--- config.mk ---
export PLATFORM = sky130hd
export DESIGN_NAME = rtc_timebase
export DESIGN_NICKNAME = d
export VERILOG_FILES = /design/src/rtl/rtcdiv_pkg.sv /design/src/rtl/rtcdiv_ctl.sv /design/src/rtl/rtcdiv_xtal.sv /design/src/rtl/rtcdiv_line.sv /design/src/rtl/rtcdiv_out.sv /design/src/rtl/rtc_timebase.sv
export SDC_FILE = /design/constraint.sdc
export NUM_CORES = 1
export LEC_CHECK = 0
export BUFFER_PORTS_ARGS = -buffer_cell sky130_fd_sc_hd__buf_2
export CAP_MARGIN = 5
export CORE_MARGIN = 4
export CORE_UTILIZATION = 44
export DETAILED_ROUTE_END_ITERATION = 8
export PLACE_DENSITY = 0.6
export RECOVER_POWER = 50
export SLEW_MARGIN = 20
export SYNTH_ARGS = -nofsm -noshare
export SYNTH_HDL_FRONTEND = slang
export SYNTH_SLANG_ARGS = --single-unit
--- constraint.sdc ---
create_clock -name clk -period 3.87 [get_ports clk]
set_clock_uncertainty 0.15 [all_clocks]
set_input_delay 0.387 -clock clk [delete_from_list [all_inputs] [get_ports clk]]
set_output_delay 0.387 -clock clk [all_outputs]
set_load 0.02 [all_outputs]
--- src/rtl/rtcdiv_pkg.sv ---
package rtcdiv_pkg;

    // Control register layout; bit order is decoded by the divider logic.
    typedef struct packed {
        logic       run;        // bit 7
        logic       line_mode;  // bit 6
        logic [1:0] xsel;       // bits 5:4
        logic       line50;     // bit 3
        logic [2:0] osel;       // bits 2:0
    } ctl_t;

    typedef enum logic [2:0] {
        OUT_XTAL  = 3'd0,
        OUT_XDIV2 = 3'd1,
        OUT_XDIV4 = 3'd2,
        OUT_XDIV8 = 3'd3,
        OUT_OFF   = 3'd4,
        OUT_1HZ   = 3'd5,
        OUT_2HZ   = 3'd6,
        OUT_LINE  = 3'd7
    } osel_e;

    // Seven binary stages from 64 Hz down to 1 Hz.
    localparam int unsigned CHAIN_W = 7;
    localparam int unsigned XDIV_W  = 3;

endpackage

--- src/rtl/rtcdiv_ctl.sv ---
module rtcdiv_ctl
    import rtcdiv_pkg::*;
(
    input  logic       clk,
    input  logic       por_n,
    input  logic       wr_en,
    input  logic [7:0] wr_data,
    output ctl_t       ctl_o,
    output logic       base_switch_o
);

    ctl_t ctl_d, ctl_q;

    always_comb begin
        ctl_d         = ctl_q;
        base_switch_o = 1'b0;
        if (wr_en) begin
            ctl_d         = ctl_t'(wr_data);
            base_switch_o = (wr_data[6] != ctl_q.line_mode);
        end
    end

    always_ff @(posedge clk or negedge por_n) begin
        if (!por_n) ctl_q <= '0;
        else        ctl_q <= ctl_d;
    end

    assign ctl_o = ctl_q;

endmodule

--- src/rtl/rtcdiv_xtal.sv ---
module rtcdiv_xtal
    import rtcdiv_pkg::*;
#(
    parameter int unsigned HALF_SEL0 = 32768,
    parameter int unsigned HALF_SEL1 = 16384,
    parameter int unsigned HALF_SEL2 = 8192,
    parameter int unsigned HALF_SEL3 = 256
) (
    input  logic              clk,
    input  logic              por_n,
    input  logic              xtal_tick,
    input  logic              run,
    input  logic              line_mode,
    input  logic [1:0]        xsel,
    input  logic              base_switch,
    output logic [XDIV_W-1:0] xdiv_nxt_o,
    output logic              tap64_nxt_o,
    output logic              tap2_nxt_o,
    output logic              tap1_nxt_o,
    output logic              sec_o
);

    localparam int unsigned MAX01    = (HALF_SEL0 > HALF_SEL1) ? HALF_SEL0 : HALF_SEL1;
    localparam int unsigned MAX23    = (HALF_SEL2 > HALF_SEL3) ? HALF_SEL2 : HALF_SEL3;
    localparam int unsigned HALF_MAX = (MAX01 > MAX23) ? MAX01 : MAX23;
    localparam int unsigned PRE_W    = (HALF_MAX > 1) ? $clog2(HALF_MAX) : 1;

    typedef struct packed {
        logic [PRE_W-1:0]   pre;
        logic [XDIV_W-1:0]  xdiv;
        logic [CHAIN_W-1:0] chain;
    } xstate_t;

    xstate_t st_d, st_q;

    logic [31:0] limit;
    logic        pre_wrap;
    logic        ev128;

    always_comb begin
        case (xsel)
            2'd0:    limit = HALF_SEL0;
            2'd1:    limit = HALF_SEL1;
            2'd2:    limit = HALF_SEL2;
            default: limit = HALF_SEL3;
        endcase
    end

    always_comb begin
        st_d     = st_q;
        // ">=" lets a smaller new ratio wrap at once instead of running past it
        pre_wrap = (32'(st_q.pre) + 32'd1) >= limit;
        ev128    = xtal_tick && pre_wrap;
        sec_o    = 1'b0;

        if (xtal_tick) begin
            st_d.xdiv = st_q.xdiv + XDIV_W'(1);
            if (pre_wrap) st_d.pre = '0;
            else          st_d.pre = st_q.pre + PRE_W'(1);
        end

        if (ev128) begin
            if (run) st_d.chain = st_q.chain + CHAIN_W'(1);
            else     st_d.chain = {{(CHAIN_W-1){1'b0}}, ~st_q.chain[0]};
        end else if (!run) begin
            st_d.chain = {{(CHAIN_W-1){1'b0}}, st_q.chain[0]};
        end

        if (base_switch) begin
            st_d.chain[CHAIN_W-1:1] = '0;
        end

        sec_o = ev128 && run && !line_mode && !base_switch && (&st_q.chain);
    end

    always_ff @(posedge clk or negedge por_n) begin
        if (!por_n) st_q <= '0;
        else        st_q <= st_d;
    end

    assign xdiv_nxt_o  = st_d.xdiv;
    assign tap64_nxt_o = st_d.chain[0];
    assign tap2_nxt_o  = st_d.chain[CHAIN_W-2];
    assign tap1_nxt_o  = st_d.chain[CHAIN_W-1];

endmodule

--- src/rtl/rtcdiv_line.sv ---
module rtcdiv_line #(
    parameter int unsigned LINE_N50 = 50,
    parameter int unsigned LINE_N60 = 60
) (
    input  logic clk,
    input  logic por_n,
    input  logic line_tick,
    input  logic run,
    input  logic line_mode,
    input  logic line50,
    input  logic base_switch,
    output logic sec_o
);

    localparam int unsigned N_MAX = (LINE_N50 > LINE_N60) ? LINE_N50 : LINE_N60;
    localparam int unsigned CNT_W = $clog2(N_MAX + 1);

    typedef struct packed {
        logic [CNT_W-1:0] cnt;
    } lstate_t;

    lstate_t st_d, st_q;

    logic [31:0] n_lim;
    logic        at_end;

    always_comb begin
        n_lim  = line50 ? LINE_N50 : LINE_N60;
        at_end = (32'(st_q.cnt) + 32'd1) >= n_lim;
        st_d   = st_q;
        sec_o  = 1'b0;

        if (base_switch || !run) begin
            st_d.cnt = '0;
        end else if (line_tick) begin
            if (at_end) begin
                st_d.cnt = '0;
                sec_o    = line_mode;
            end else begin
                st_d.cnt = st_q.cnt + CNT_W'(1);
            end
        end
    end

    always_ff @(posedge clk or negedge por_n) begin
        if (!por_n) st_q <= '0;
        else        st_q <= st_d;
    end

endmodule

--- src/rtl/rtcdiv_out.sv ---
module rtcdiv_out
    import rtcdiv_pkg::*;
(
    input  logic              clk,
    input  logic              por_n,
    input  logic [2:0]        osel,
    input  logic              line_mode,
    input  logic              xtal_tick,
    input  logic              line_tick,
    input  logic [XDIV_W-1:0] xdiv_nxt,
    input  logic              tap64_nxt,
    input  logic              tap2_nxt,
    input  logic              tap1_nxt,
    input  logic              sec_xtal,
    input  logic              sec_line,
    output logic              sec_pulse_o,
    output logic              clk_out_o
);

    typedef struct packed {
        logic sec;
        logic clk_out;
    } ostate_t;

    ostate_t st_d, st_q;

    always_comb begin
        st_d     = st_q;
        st_d.sec = sec_xtal || sec_line;
        unique case (osel_e'(osel))
            OUT_XTAL:  st_d.clk_out = xtal_tick;
            OUT_XDIV2: st_d.clk_out = xdiv_nxt[0];
            OUT_XDIV4: st_d.clk_out = xdiv_nxt[1];
            OUT_XDIV8: st_d.clk_out = xdiv_nxt[2];
            OUT_OFF:   st_d.clk_out = 1'b0;
            OUT_1HZ:   st_d.clk_out = tap1_nxt;
            OUT_2HZ:   st_d.clk_out = tap2_nxt;
            OUT_LINE:  st_d.clk_out = line_mode ? line_tick : tap64_nxt;
            default:   st_d.clk_out = 1'b0;
        endcase
    end

    always_ff @(posedge clk or negedge por_n) begin
        if (!por_n) st_q <= '0;
        else        st_q <= st_d;
    end

    assign sec_pulse_o = st_q.sec;
    assign clk_out_o   = st_q.clk_out;

endmodule

--- src/rtl/rtc_timebase.sv ---
module rtc_timebase
    import rtcdiv_pkg::*;
#(
    parameter int unsigned HALF_SEL0 = 32768,
    parameter int unsigned HALF_SEL1 = 16384,
    parameter int unsigned HALF_SEL2 = 8192,
    parameter int unsigned HALF_SEL3 = 256,
    parameter int unsigned LINE_N50  = 50,
    parameter int unsigned LINE_N60  = 60
) (
    input  logic       clk,
    input  logic       por_n,
    input  logic       wr_en,
    input  logic [7:0] wr_data,
    output logic [7:0] rd_data,
    input  logic       xtal_tick,
    input  logic       line_tick,
    output logic       sec_pulse,
    output logic       clk_out
);

    ctl_t              ctl;
    logic              base_switch;
    logic [XDIV_W-1:0] xdiv_nxt;
    logic              tap64_nxt;
    logic              tap2_nxt;
    logic              tap1_nxt;
    logic              sec_xtal;
    logic              sec_line;

    rtcdiv_ctl i_ctl (
        .clk           (clk),
        .por_n         (por_n),
        .wr_en         (wr_en),
        .wr_data       (wr_data),
        .ctl_o         (ctl),
        .base_switch_o (base_switch)
    );

    rtcdiv_xtal #(
        .HALF_SEL0 (HALF_SEL0),
        .HALF_SEL1 (HALF_SEL1),
        .HALF_SEL2 (HALF_SEL2),
        .HALF_SEL3 (HALF_SEL3)
    ) i_xtal (
        .clk         (clk),
        .por_n       (por_n),
        .xtal_tick   (xtal_tick),
        .run         (ctl.run),
        .line_mode   (ctl.line_mode),
        .xsel        (ctl.xsel),
        .base_switch (base_switch),
        .xdiv_nxt_o  (xdiv_nxt),
        .tap64_nxt_o (tap64_nxt),
        .tap2_nxt_o  (tap2_nxt),
        .tap1_nxt_o  (tap1_nxt),
        .sec_o       (sec_xtal)
    );

    rtcdiv_line #(
        .LINE_N50 (LINE_N50),
        .LINE_N60 (LINE_N60)
    ) i_line (
        .clk         (clk),
        .por_n       (por_n),
        .line_tick   (line_tick),
        .run         (ctl.run),
        .line_mode   (ctl.line_mode),
        .line50      (ctl.line50),
        .base_switch (base_switch),
        .sec_o       (sec_line)
    );

    rtcdiv_out i_out (
        .clk         (clk),
        .por_n       (por_n),
        .osel        (ctl.osel),
        .line_mode   (ctl.line_mode),
        .xtal_tick   (xtal_tick),
        .line_tick   (line_tick),
        .xdiv_nxt    (xdiv_nxt),
        .tap64_nxt   (tap64_nxt),
        .tap2_nxt    (tap2_nxt),
        .tap1_nxt    (tap1_nxt),
        .sec_xtal    (sec_xtal),
        .sec_line    (sec_line),
        .sec_pulse_o (sec_pulse),
        .clk_out_o   (clk_out)
    );

    assign rd_data = ctl;

endmodule

# After elaboration in Yosys (flattened, before gate mapping)
# Index checks and enable logic that the tools add are counted.
# Widths: inputs -> output; s select.
classes:
  magnitude_cmp: 2
  n_addsub: 6
  mux: 17
  n_eq_ne: 11
  n_shift: 0
  multipliers: 0
  div: 0
  n_bitwise: 1
  reduce_logical: 14
ops:
  columns: ["cell", "n"]
  rows:
  - ["$pmux 16 s3", 1]
  - ["$ge 32x16->1", 1]
  - ["$ge 32x32->1", 1]
  - ["$mux 6", 4]
  - ["$mux 7", 3]
  - ["$add 15x1->16 const B", 1]
  - ["$add 15x1->15 const B", 1]
  - ["$mux 15", 1]
  - ["$eq 3x3->1 const B", 4]
  - ["$pmux 1 s8", 1]
  - ["$add 6x1->7 const B", 1]
  - ["$add 7x1->7 const B", 1]
  - ["$reduce_and 7->1", 1]
  - ["$add 6x1->6 const B", 1]
  - ["$eq 3x2->1 const B", 2]
  - ["$logic_and 1x1->1", 5]
  - ["$mux 1", 5]
  - ["$mux 4", 1]
  - ["$add 3x1->3 const B", 1]
  - ["$eq 3x1->1 const B", 1]
  - ["$logic_not 1->1", 3]
  - ["$logic_not 3->1", 1]
  - ["$mux 3", 1]
  - ["$ne 3x1->1 const B", 1]
  - ["other kinds (7)", 8]
totals:
  in_bits: 13
  regBits: 41
  ram_bits: 0
  word_cells: 63
  romBits: 0
  n_memories: 0
  latchBits: 0

# Logic depth before layout (Yosys ltp)
logic_depth:
  depth_word: 9
  ltp_mapped: 17
  mapped_depth_nobuf: 16

# Modules after synthesis
# Synthesis repeated with hierarchy kept, for this count alone.
hier_totals:
  cells_unflattened: 250
  hier_area_um2: 2509.9
by_module_without_submodules:
  columns: ["mod", "area_per_inst_um2", "seq_area_each_um2", "cells_each", "instances"]
  rows:
  - ["rtcdiv_xtal", 1611.5, 625.6, 177, 1]
  - ["rtcdiv_line", 432.9, 150.1, 45, 1]
  - ["rtcdiv_ctl", 347.8, 200.2, 19, 1]
  - ["rtcdiv_out", 117.6, 50.0, 9, 1]

# Worst setup path after synthesis
# OpenSTA, ideal clock, no wires.
synth_path:
  kind: "reg2reg"
  from: "register i_xtal.st_q[10] in the netlist's numbering"
  to: "register i_out.st_q, in the netlist i_out.clk_out_o"
  path_slack_ns: 0.411
  t_required_ns: 3.587
  arrival_time_ns: 3.177
  stages_incl_launch_ff: 17
  n_path_buf: 0
  path_cell_list: "dfrtp_1 -> ha_1 -> and3_2 -> and2_1 -> and3_1 -> and3_1 -> nand3_1 -> xnor2_1 -> ha_1 -> nand3_1 -> nor2_1 -> o2111a_1 -> mux2i_1 -> a31oi_2 -> mux2_2 -> o22ai_1 -> o211ai_1"
synth_lines:
  columns: ["element", "line", "source"]
  rows:
  - ["start: declaration", "rtcdiv_xtal.sv:34", "xstate_t st_d, st_q;"]
  - ["start signal: assignment", "rtcdiv_xtal.sv:78", "else st_q <= st_d;"]
  - ["end signal: assignment", "rtcdiv_out.sv:45", "else st_q <= st_d;"]
  - ["end: declaration", "rtcdiv_out.sv:25", "ostate_t st_d, st_q;"]

==> impl_metrics.toml <==
[status]
status = "complete, but fails checks"
violations = "capacitance limit, slew limit"

[sta]
worstMarginPinSlew_ps = 2180
fmax_mhz = 278
rsz0062_at_grt = "no"
fin_crit_sh_pct = 93.1
drv_slew = 42
fin_crit_ps = 3600
relSlewSlack_pct = -45.3
hold_ws_ps = 151
setup_violations = 0
hold_violations = 0
setup_tns_ps = 0

[drt]
dr.pass1.iters = 5
routed_via_density = 5.39
drc = 0
wirelength_mm = 4.81
ant_nets = 0
wl_per_cell_um = 13.8
first_iter_violations = 121
via_count = 1875

[pwr]
seqPwrFrac_pct = 46.4
p_sw_share_pct = 29.6
max-vdd-ir-drop_uv = 257
p_leak_nw = 1.23
combinationalPowerShare_pct = 22.4
clockPowerShare_pct = 31.3
power_density_nw_per_um2 = 415
p_sw_mw = 0.341
internal_power_mw = 0.810

[layout]
filler_cell_count = 538
mostFrequentLayoutCell = "dfrtp_1"
mostFrequentLayoutCells = "dfrtp_1, nand2_1, buf_2"
finalNetCount = 299
insertedDiodeCount = 0
drive_above_1_share_pct = 20.3
area_growth_pct = 12.0

[global_routing]
grt_overflow = 0
grt_pass1_vias = 1757
grt_pass1_wl_mm = 8.27
antenna_found_initial = 0
grt_max_degree = 42
grt_usage_pct = 14.4

[setup_path]
timing.rr.start = "i_xtal.st_q[10]$_DFFE_PN0P_"
critPathMaxStageDelay_ps = 430
r2r_cells = 16
r2r_end = "i_out.clk_out_o$_DFF_PN0_"
crit_type = "flop to flop"
worstSetupStartpointType = "flop"
cp_top_family = "simple AND/OR/NAND/NOR gates"
worstPathArrival_ps = 3630
crit_required_ps = 3900
crit_cells = 16
crit_buf_inv = 0
path_cells = "ha_4 -> and3_2 -> and2_4 -> and3_1 -> and3_1 -> nand3_1 -> xnor2_1 -> ha_1 -> nand3_1 -> nor2_1 -> o2111a_1 -> mux2i_1 -> a31oi_2 -> mux2_2 -> o22ai_1 -> o211ai_1"
crit_fanout = 5
reg2reg_setup_slack_ps = 270
critPathSlowestCell = "dfrtp_1"
cp-end-kind = "flop"

[yosys]
synth_edf_count = 0
syn_inst = 253
synth_top_area_share_pct = 41.4
synth_area_leaders = "dfrtp_1, ha_1, mux2_2"
ys.flop_type = "dfrtp_1"
yosysTopAreaCell = "dfrtp_1"
synth-async-reset-ratio_pct = 100
ys_ff_latch = 41
syn_area_per_cell_um2 = 9.80
synth_nets = 277
synth_area_um2 = 2480
synth_cell_type_count = 52
yosysWarnings = 0
yosysSeqAreaShare_pct = 41.4

[placement]
place.gp.congestion = 0.809
port_buffers = 22
dp_hpwl_mm = 3.46

[clock_network]
cts_root_buf = "clkbuf_8"
cts_tree = "yes"
clock_latency_ps = 290
hold_buffers = 0
clockBufferDepth = 2
clkSinkCount = 41
clk_pin_slew_ps = 80
cts_buffers = 5
htreeDepth = 2

[min_path]
hold_path_startpoint = "wr_data[2]"
whs_path_depth = 3
hold_class = "input pin to flop"
whs_endpoint = "i_ctl.ctl_o[2]$_DFFE_PN0P_"

[die]
initial_core_util_pct = 45.3
core_area_um2 = 5470
fp-row-count = 27
ios = 23
fp.dieArea_um2 = 6900
die-width_um = 83.1
die_y_um = 83.1

[run]
cap_violations = 1
==> power by group through the flow <==
stage / sequential [mW] / combinational [mW] / clock [mW]
CTS: 0.530 / 0.243 / 0.376
finish: 0.534 / 0.257 / 0.360
detailed placement: 0.538 / 0.241 / 0
global route: 0.541 / 0.295 / 0.393
floorplan: 0.542 / 0.160 / 0
global placement: 0.537 / 0.238 / 0
==> flip-flops by register name (all words and copies together), names as in the netlist <==
signal / cells
i_out.clk_out_o: 1
i_line.st_q: 6
i_out.sec_pulse_o: 1
i_xtal.st_q: 25
i_ctl.ctl_o: 8
==> layout make-up <==
| type | instances | area (um2) | share of cell area [%] |
|---|---|---|---|
| Clock inverter | 2 | 37.5 | 1.35 |
| Timing Repair Buffer | 29 | 164 | 5.90 |
| Multi-Input combinational cell | 189 | 1340 | 48.4 |
| Inverter | 9 | 33.8 | 1.22 |
| Tap cell | 72 | 90.1 | 3.24 |
| Sequential cell | 41 | 1030 | 37.0 |
| Clock buffer | 6 | 82.6 | 2.97 |
==> kinds of logic (layout without fill, tap and decap cells) <==
logic type	count (synthesis)	after routing	share of synthesized area (%)
xor gates and xnor gates	19	19	6.71
muxes	15	15	7.02
adders and majority gates	11	11	5.55
buffers and inverters	23	46	5.05
DFF	41	41	41.4
AOI/OAI and AO/OA	54	54	14.6
and+or+nand+nor	90	90	19.7
==> stage by stage <==
stage	std cells	utilization, %	power [mW]	cell area, um2	setup WS, ps
after floorplan	253	-	0.702	2480	411
after global placement	338	48.0	0.775	2630	256
after detailed placement	338	48.0	0.779	2630	153
after CTS	346	50.2	1.15	2750	117
after global routing	348	50.7	1.23	2780	1.16
final	348	50.7	1.15	2780	269
==> per-layer routing <==
layer,wire [um],up-vias,global-route usage (%)
met3,167,4,2.78
met2,2150,31,21.8
met4,51,0,5.20
li1,-,952,-
met1,2440,888,20.4
met5,0,-,0
==> Yosys cell counts, types with 6 or more instances <==
library cell and number:
o21ai_1 11, a21oi_1 6, nand2_1 26, inv_1 9, mux2_2 9, nor2_1 13
nand3_1 14, xnor2_1 8, dfrtp_1 41, ha_1 11, o31ai_1 7, o21ai_0 9
xor2_1 11
==> repair_timing <==
| item | CTS | global route |
|---|---|---|
| endpoints found under the hold margin | 0 | 0 |
| endpoints found under the setup margin | 0 | 7 |
| gates resized for setup | 0 | 5 |
| buffers inserted | 0 | 2 |
==> worst max path at each step <==
stage | start | endpoint | slack (ps)
2_1_floorplan | i_xtal.st_q[10]$_DFFE_PN0P_ | i_out.clk_out_o$_DFF_PN0_ | 410
3_3_place_gp | i_xtal.st_q[10]$_DFFE_PN0P_ | i_out.clk_out_o$_DFF_PN0_ | 260
3_5_place_dp | i_xtal.st_q[10]$_DFFE_PN0P_ | i_out.clk_out_o$_DFF_PN0_ | 150
4_1_cts | i_xtal.st_q[10]$_DFFE_PN0P_ | i_out.clk_out_o$_DFF_PN0_ | 120
5_1_grt | i_xtal.st_q[11]$_DFFE_PN0P_ | i_out.clk_out_o$_DFF_PN0_ | 1
6_report | i_xtal.st_q[10]$_DFFE_PN0P_ | i_out.clk_out_o$_DFF_PN0_ | 270
==> worst register-to-register path, cell delays in order (launching register included) <==
cell,delay [ps]
dfrtp_1,430
ha_4,180
and3_2,210
and2_4,180
and3_1,170
and3_1,200
nand3_1,100
xnor2_1,160
ha_1,320
nand3_1,110
nor2_1,130
o2111a_1,230
mux2i_1,90
a31oi_2,210
mux2_2,370
o22ai_1,150
o211ai_1,100
Note: power is estimated with default switching activity, not from simulation.
